==> src/rtl/asram_pkg.sv <==
package asram_pkg;

  typedef enum logic [2:0] {
    ST_IDLE  = 3'd0,
    ST_SETUP = 3'd1,
    ST_WPULS = 3'd2,
    ST_WHOLD = 3'd3,
    ST_READ  = 3'd4,
    ST_RECOV = 3'd5
  } seq_state_e;

  // round a nanosecond limit up to clock cycles, never below lo
  function automatic int ns_to_cyc(input int ns, input int per, input int lo);
    int c;
    c = (ns + per - 1) / per;
    return (c < lo) ? lo : c;
  endfunction

  function automatic int imax(input int a, input int b);
    return (a > b) ? a : b;
  endfunction

endpackage

==> src/rtl/asram_timer.sv <==
module asram_timer #(
  parameter int CW = 2
) (
  input  logic          clk,
  input  logic          rst_n,
  input  logic          load,
  input  logic [CW-1:0] load_val,
  output logic          zero
);

  logic [CW-1:0] cnt_q, cnt_d;

  assign zero = (cnt_q == '0);

  always_comb begin
    cnt_d = cnt_q;
    if (load)       cnt_d = load_val;
    else if (!zero) cnt_d = cnt_q - 1'b1;
  end

  always_ff @(posedge clk or negedge rst_n) begin
    if (!rst_n) cnt_q <= '0;
    else        cnt_q <= cnt_d;
  end

endmodule

==> src/rtl/asram_seq.sv <==
module asram_seq
  import asram_pkg::*;
#(
  parameter int CW   = 2,
  parameter int ASET = 1,
  parameter int WP   = 2,
  parameter int HOLD = 1,
  parameter int RECW = 1,
  parameter int RD   = 2,
  parameter int TURN = 1
) (
  input  logic          clk,
  input  logic          rst_n,
  input  logic          req,
  input  logic          wr,
  input  logic          zero,
  output logic          load,
  output logic [CW-1:0] load_val,
  output logic          accept,
  output logic          capture,
  output logic          ce_n,
  output logic          we_n,
  output logic          oe_n,
  output logic          dq_oe,
  output logic          done,
  output logic          idle
);

  seq_state_e st_q, st_d;
  logic wr_q, wr_d;
  logic done_d;
  logic ce_n_d, we_n_d, oe_n_d, dq_oe_d;

  // next-state and timer reload
  always_comb begin
    st_d     = st_q;
    wr_d     = wr_q;
    load     = 1'b0;
    load_val = '0;
    accept   = 1'b0;
    capture  = 1'b0;
    done_d   = 1'b0;
    unique case (st_q)
      ST_IDLE: if (req) begin
        st_d     = ST_SETUP;
        wr_d     = wr;
        accept   = 1'b1;
        load     = 1'b1;
        load_val = CW'(ASET - 1);
      end
      ST_SETUP: if (zero) begin
        load = 1'b1;
        if (wr_q) begin
          st_d     = ST_WPULS;
          load_val = CW'(WP - 1);
        end else begin
          st_d     = ST_READ;
          load_val = CW'(RD - 1);
        end
      end
      ST_WPULS: if (zero) begin
        st_d     = ST_WHOLD;
        load     = 1'b1;
        load_val = CW'(HOLD - 1);
      end
      ST_WHOLD: if (zero) begin
        st_d     = ST_RECOV;
        load     = 1'b1;
        load_val = CW'(RECW - 1);
      end
      ST_READ: if (zero) begin
        st_d     = ST_RECOV;
        capture  = 1'b1;
        load     = 1'b1;
        load_val = CW'(TURN - 1);
      end
      ST_RECOV: if (zero) begin
        st_d   = ST_IDLE;
        done_d = 1'b1;
      end
      default: st_d = ST_IDLE;
    endcase
  end

  // memory pins follow the next state so they leave flops directly
  always_comb begin
    ce_n_d  = !((st_d == ST_WPULS) || (st_d == ST_READ));
    we_n_d  = (st_d != ST_WPULS);
    oe_n_d  = (st_d != ST_READ);
    dq_oe_d = (st_d == ST_WPULS) || (st_d == ST_WHOLD);
  end

  always_ff @(posedge clk or negedge rst_n) begin
    if (!rst_n) begin
      st_q  <= ST_IDLE;
      wr_q  <= 1'b0;
      done  <= 1'b0;
      ce_n  <= 1'b1;
      we_n  <= 1'b1;
      oe_n  <= 1'b1;
      dq_oe <= 1'b0;
    end else begin
      st_q  <= st_d;
      wr_q  <= wr_d;
      done  <= done_d;
      ce_n  <= ce_n_d;
      we_n  <= we_n_d;
      oe_n  <= oe_n_d;
      dq_oe <= dq_oe_d;
    end
  end

  assign idle = (st_q == ST_IDLE);

endmodule

==> src/rtl/asram_dpath.sv <==
module asram_dpath #(
  parameter int AW = 19,
  parameter int DW = 8
) (
  input  logic          clk,
  input  logic          rst_n,
  input  logic          accept,
  input  logic          capture,
  input  logic [AW-1:0] addr,
  input  logic [DW-1:0] wdata,
  input  logic [DW-1:0] dq_in,
  output logic [AW-1:0] mem_addr,
  output logic [DW-1:0] dq_out,
  output logic [DW-1:0] rdata
);

  logic [AW-1:0] addr_q;
  logic [DW-1:0] wdat_q, rdat_q;

  always_ff @(posedge clk or negedge rst_n) begin
    if (!rst_n) begin
      addr_q <= '0;
      wdat_q <= '0;
    end else if (accept) begin
      addr_q <= addr;
      wdat_q <= wdata;
    end
  end

  always_ff @(posedge clk or negedge rst_n) begin
    if (!rst_n)       rdat_q <= '0;
    else if (capture) rdat_q <= dq_in;
  end

  assign mem_addr = addr_q;
  assign dq_out   = wdat_q;
  assign rdata    = rdat_q;

endmodule

==> src/rtl/asram_ctrl.sv <==
module asram_ctrl
  import asram_pkg::*;
#(
  parameter int ADDR_W    = 19,
  parameter int DATA_W    = 8,
  parameter int CLK_NS    = 10,
  parameter int T_ASU_NS  = 5,
  parameter int T_WP_NS   = 20,
  parameter int T_DS_NS   = 15,
  parameter int T_DH_NS   = 2,
  parameter int T_WR_NS   = 5,
  parameter int T_AA_NS   = 20,
  parameter int T_OE_NS   = 10,
  parameter int T_TURN_NS = 10
) (
  input  logic              clk,
  input  logic              rst_n,
  input  logic              req,
  input  logic              wr,
  input  logic [ADDR_W-1:0] addr,
  input  logic [DATA_W-1:0] wdata,
  output logic [DATA_W-1:0] rdata,
  output logic              done,
  output logic              idle,
  output logic [ADDR_W-1:0] mem_addr,
  output logic              mem_ce_n,
  output logic              mem_we_n,
  output logic              mem_oe_n,
  output logic [DATA_W-1:0] mem_dq_out,
  input  logic [DATA_W-1:0] mem_dq_in,
  output logic              mem_dq_oe
);

  localparam int ASET = ns_to_cyc(T_ASU_NS, CLK_NS, 1);
  localparam int WP   = imax(ns_to_cyc(T_WP_NS, CLK_NS, 1), ns_to_cyc(T_DS_NS, CLK_NS, 1));
  localparam int HOLD = ns_to_cyc(T_DH_NS, CLK_NS, 1);
  localparam int RECW = ns_to_cyc(T_WR_NS, CLK_NS, 1);
  localparam int RD   = imax(ns_to_cyc(T_AA_NS, CLK_NS, 1), ns_to_cyc(T_OE_NS, CLK_NS, 1));
  localparam int TURN = ns_to_cyc(T_TURN_NS, CLK_NS, 1);
  localparam int MAXC = imax(imax(imax(ASET, WP), imax(HOLD, RECW)), imax(RD, TURN));
  localparam int CW   = $clog2(MAXC + 1);

  logic          load, zero, accept, capture;
  logic [CW-1:0] load_val;

  asram_timer #(.CW(CW)) u_timer (
    .clk      (clk),
    .rst_n    (rst_n),
    .load     (load),
    .load_val (load_val),
    .zero     (zero)
  );

  asram_seq #(
    .CW(CW), .ASET(ASET), .WP(WP), .HOLD(HOLD),
    .RECW(RECW), .RD(RD), .TURN(TURN)
  ) u_seq (
    .clk      (clk),
    .rst_n    (rst_n),
    .req      (req),
    .wr       (wr),
    .zero     (zero),
    .load     (load),
    .load_val (load_val),
    .accept   (accept),
    .capture  (capture),
    .ce_n     (mem_ce_n),
    .we_n     (mem_we_n),
    .oe_n     (mem_oe_n),
    .dq_oe    (mem_dq_oe),
    .done     (done),
    .idle     (idle)
  );

  asram_dpath #(.AW(ADDR_W), .DW(DATA_W)) u_dpath (
    .clk      (clk),
    .rst_n    (rst_n),
    .accept   (accept),
    .capture  (capture),
    .addr     (addr),
    .wdata    (wdata),
    .dq_in    (mem_dq_in),
    .mem_addr (mem_addr),
    .dq_out   (mem_dq_out),
    .rdata    (rdata)
  );

endmodule

==> config.mk <==
export PLATFORM = sky130hd
export DESIGN_NAME = asram_ctrl
export DESIGN_NICKNAME = d
export VERILOG_FILES = /design/src/rtl/asram_pkg.sv /design/src/rtl/asram_timer.sv /design/src/rtl/asram_seq.sv /design/src/rtl/asram_dpath.sv /design/src/rtl/asram_ctrl.sv
export SDC_FILE = /design/constraint.sdc
export NUM_CORES = 1
export LEC_CHECK = 0
export BUFFER_PORTS_ARGS = -buffer_cell sky130_fd_sc_hd__buf_2
export CAP_MARGIN = 10
export CORE_MARGIN = 2
export CORE_UTILIZATION = 54
export CTS_BUF_LIST = sky130_fd_sc_hd__clkbuf_4
export CTS_CLUSTER_DIAMETER = 30
export DETAILED_ROUTE_END_ITERATION = 16
export PLACE_DENSITY = 0.95
export SLEW_MARGIN = 5
export SYNTH_ARGS = -nofsm -noshare
export SYNTH_HDL_FRONTEND = slang
export SYNTH_SLANG_ARGS = --single-unit
export TNS_END_PERCENT = 20
==> constraint.sdc <==
create_clock -name clk -period 5.04 [get_ports clk]
set_input_delay 0.756 -clock clk [delete_from_list [all_inputs] [get_ports clk]]
set_output_delay 0.756 -clock clk [all_outputs]
set_load 0.01 [all_outputs]
* Word level (Yosys, flattened, before mapping)
Cells that the tools add are included. W data, S select, Z words.
Storage, ports and cells: output and inout port bits 41, word-level logic and storage cells 48, input bits 39, bits in registers 46
Cells by class: mux-type cells 17, add/subtract/negate cells 1, reduce and logical (&&, ||, !) cells 8, equality and inequality tests 11
Operators with widths (number):
- $mux W3 | 6
- $pmux W3 S5 | 1
- $eq A3 B2 Y1 const B | 4
- $eq A3 B3 Y1 const B | 3
- $mux W1 | 6
- $mux W2 | 3
- $reduce_or A4 Y1 | 1
- $eq A3 B1 Y1 const B | 1
- $logic_not A3 Y1 | 1
- $ne A3 B2 Y1 const B | 1
- $ne A3 B3 Y1 const B | 1
- $logic_not A2 Y1 | 1
- $logic_or A1 B1 Y1 | 2
- $ne A2 B2 Y1 const B | 1
- $pmux W1 S2 | 1
- $reduce_and A2 Y1 | 1
- $reduce_or A2 Y1 | 1
- $sub A2 B1 Y2 const B | 1
- $logic_not A1 Y1 | 1

* Longest topological paths before layout
depth in word-level cells 6, mapped depth 6, depth with buffers taken out 5

* Hierarchy
A second synthesis with hierarchy kept.
Second synthesis, totals: cells, all modules 135, area total of the unflattened synthesis 1989.4 sq um
Modules (own cells, without submodules):
- asram_dpath | cells an instance 74, area an instance 1401.3 sq um, sequential area each 875.8 sq um, instances 1
- asram_seq | cells an instance 49, area an instance 474.2 sq um, sequential area each 229.0 sq um, instances 1
- asram_timer | cells an instance 12, area an instance 113.9 sq um, sequential area each 50.0 sq um, instances 1

* Worst setup path after synthesis
OpenSTA, ideal clock, no wires.
path type input to register, start input req, end register u_dpath.wdat_q[0], in the netlist u_dpath.dq_out[0], arrival time 1.741 ns, slack 3.174 ns, required time 4.915 ns, library setup time 0.125 ns, stages 4, buffers on the path 1, cells stage by stage or2b_2 nor2_8 buf_12 mux2_4
On the way: cells in the longest elaborated chain, start to end 2
Ends and longest elaborated chain:
- from (decl) | line asram_ctrl.sv:18 | input logic req,
- $mux W1 | line asram_seq.sv:44 | ST_IDLE: if (req) begin
- $mux W1 | line asram_seq.sv:43 | unique case (st_q)
- to (signal assigned) | line asram_dpath.sv:26 | wdat_q <= wdata;
- to (decl) | line asram_dpath.sv:18 | logic [DW-1:0] wdat_q, rdat_q;
No other way between the ends. A chain may end at the register's enable or synchronous reset.

* Worst setup path after layout
start register u_seq.st_q[1], end output idle
On the way: cells in the longest elaborated chain, start to end 1
Ends and longest elaborated chain:
- from (decl) | line asram_seq.sv:29 | seq_state_e st_q, st_d;
- from (signal assigned) | line asram_seq.sv:103 | st_q <= st_d;
- $logic_not A3 Y1 | line asram_seq.sv:113 | assign idle = (st_q == ST_IDLE);
- to (decl) | line asram_ctrl.sv:24 | output logic idle,
No other way between the ends.

==> flow_metrics.tcl <==
set metrics [dict create \
    syn_inst 135 \
    synthArstFlopShare_pct 100 \
    hold_viol_final 0 \
    dr.pass1.iters 4 \
    synth_warnings 0 \
    period_share_pct 43.3 \
    grt_pass1_wl_mm 6.20 \
    power_frac_seq_pct 41.2 \
    layout-drive-gt1-share_pct 61.1 \
    fill_cells 273 \
    coreArea_um2 3630 \
    outcome "finished, final reports clean" \
    gp_congestion 0.752 \
    internal_power_mw 1.06 \
    fin_nets 256 \
    clk_pin_slew_worst_paths_ps 120 \
    io_pins 80 \
    wl_mm 3.79 \
    cap_violations 0 \
    r2r_start "u_timer.cnt_q[0]" \
    p_sw_share_pct 34.4 \
    crit_type "reg -> out" \
    synth_edf_count 0 \
    hold_path_class "reg -> reg" \
    initial_utilization_pct 55.7 \
    htree_levels 2 \
    power_frac_comb_pct 45.3 \
    switching_power_uw 558 \
    grt_start_max_net_pins 47 \
    rsz0062_at_grt "no" \
    drt-initial-drc-count 50 \
    antenna_found_initial 0 \
    yosysTopAreaCell "dfrtp_1" \
    ys_types 33 \
    yosys_most_used_dff "dfrtp_1" \
    postSynthAreaPerCell_um2 15.0 \
    via_per_inst 5.16 \
    synth_area_um2 2020 \
    crit_start "u_seq.st_q[1]" \
    die_h_um 65.2 \
    critPathLaunchType "flip-flop" \
    synth_fp_nets 176 \
    fin_util_pct 68.7 \
    stdcell_count 264 \
    cts_tree "yes" \
    cts_resized 0 \
    antenna_cells 0 \
    drc 0 \
    hold_buffers 0 \
    ys_ff_latch 46 \
    fp-row-count 22 \
    cts_root_buf "clkbuf_4" \
    dp_hpwl_mm 2.80 \
    antenna_left 0 \
    cp.arrival_ps 1430 \
    skew_ps 11.8 \
    worst_pin_slew_ps 957 \
    slew_violations 0 \
    tns_ps 0 \
    ir_drop_v 0.000320 \
    setup_violations 0 \
    synthToLayoutAreaGrowth_pct 23.3 \
    numPortBuffers 79 \
    hold_start "u_dpath.rdata[4]" \
    cts_setup_buffers 0 \
    synth_top_cell_area_share_pct 53.2 \
    dp.cells 256 \
    synth-seq-area-share_pct 57.1 \
    yosysMostFrequentCell "dfrtp_1" \
    cp_max_fo 12 \
    vias 1361 \
    clkPwrFrac_pct 13.6 \
    p_per_area_nw_per_um2 650 \
    grt_pass1_vias 1227 \
    cts_sinks 46 \
    total_leakage_power_nw 1.25 \
    worstSkewPairLatency_ps 340 \
    synth_area_leaders "dfrtp_1 53%, mux2_4 15%, mux2_2 8.9%" \
    cts_buffer_depth 2 \
    relSlewSlack_pct 36.2 \
    cp.required_ps 4280 \
    period_needed_ps 2180 \
    grt_remaining_overflow 0 \
    ys_top_cells_by_count "43 x dfrtp_1, 20 x mux2_4, 16 x mux2_2" \
    dieArea_um2 4250 \
    wl_per_cell_um 14.3 \
    fmax_ghz 0.458 \
    cts_buffers 5 \
    cp-end-kind "output pin" \
    grt_util_all_layers_pct 19.5 \
    die_x_um 65.2 \
]
power groups by stage:
stage,Clock (mW),Sequential (mW),Combinational [mW]
after floorplan,0,0.717,0.469
after global placement,0,0.663,0.713
after detailed placement,0,0.671,0.740
after CTS,0.227,0.666,0.744
after global routing,0.246,0.693,0.804
final,0.220,0.667,0.734
logic make-up (layout without fill, tap and decap cells):
logic type	Yosys count	count (layout)	synth area share [%]
flops	46	46	57.1
mux	36	36	23.7
simple gates	24	24	8.41
compound gates	15	15	4.89
buf+inv	11	92	4.21
fa+ha+maj	2	2	1.24
xor+xnor	1	1	0.433
routing by layer:
layer  vias up  global-route usage (%)  wire length (um)
met3         5                    5.31               293
met5         -                       0                 0
met1       644                    24.7              1560
met4         0                    5.47                52
li1        641                       -                 -
met2        71                    33.0              1880
registers in the layout, summed over array words and instances (netlist names):
register,flops
u_dpath.mem_addr,19
u_dpath.dq_out,8
u_dpath.rdata,8
u_seq.st_q,3
u_timer.cnt_q,2
u_seq.ce_n,1
u_seq.done,1
u_seq.dq_oe,1
u_seq.oe_n,1
u_seq.we_n,1
u_seq.wr_q,1
cells in the final DEF (no fill, tap or decap), types with 5 or more instances in the layout:
cell type  instances
a21oi_1            7
buf_2             79
clkbuf_4           7
dfrtp_1           43
inv_1              5
mux2_2            16
mux2_4            20
nand2_1            5
worst paths after layout:
kind	end	slack (ps)	cells after the start
max	idle	2860	3
min	u_dpath.rdata[4]	520	1
max reg2reg	u_dpath.rdata[2]	2950	5
min reg2reg	u_dpath.rdata[4]	520	1
max in group asynchronous	u_dpath.rdata[5]	3890	1
min in group asynchronous	u_dpath.mem_addr[6]	550	1
layout make-up:
| class | count | area [um^2] | area share [%] |
|---|---|---|---|
| multi-input cells | 78 | 783 | 31.4 |
| flip-flops and latches | 46 | 1150 | 46.3 |
| clock inverters | 1 | 30.0 | 1.20 |
| clock buffers | 7 | 52.6 | 2.11 |
| inverters | 5 | 18.8 | 0.752 |
| repair buffers | 79 | 395 | 15.8 |
| well taps | 48 | 60.1 | 2.41 |
worst max-delay path, cell delays in order (launching register included):
cell	delay [ps]
dfrtp_1	540
or2_4	330
nor2_1	90
buf_2	130
per-stage QoR:
stage / worst slack (ps) / cell area [um^2] / hold WS [ps] / total power, mW
after floorplan: 3170 / 2020 / 460 / 1.19
after global routing: 2750 / 2490 / 529 / 1.74
after global placement: 2830 / 2410 / 483 / 1.38
after CTS: 2840 / 2490 / 522 / 1.64
after detailed placement: 2810 / 2410 / 490 / 1.41
final: 2860 / 2490 / 518 / 1.62
No activity file was read; power rests on OpenSTA's default activity.
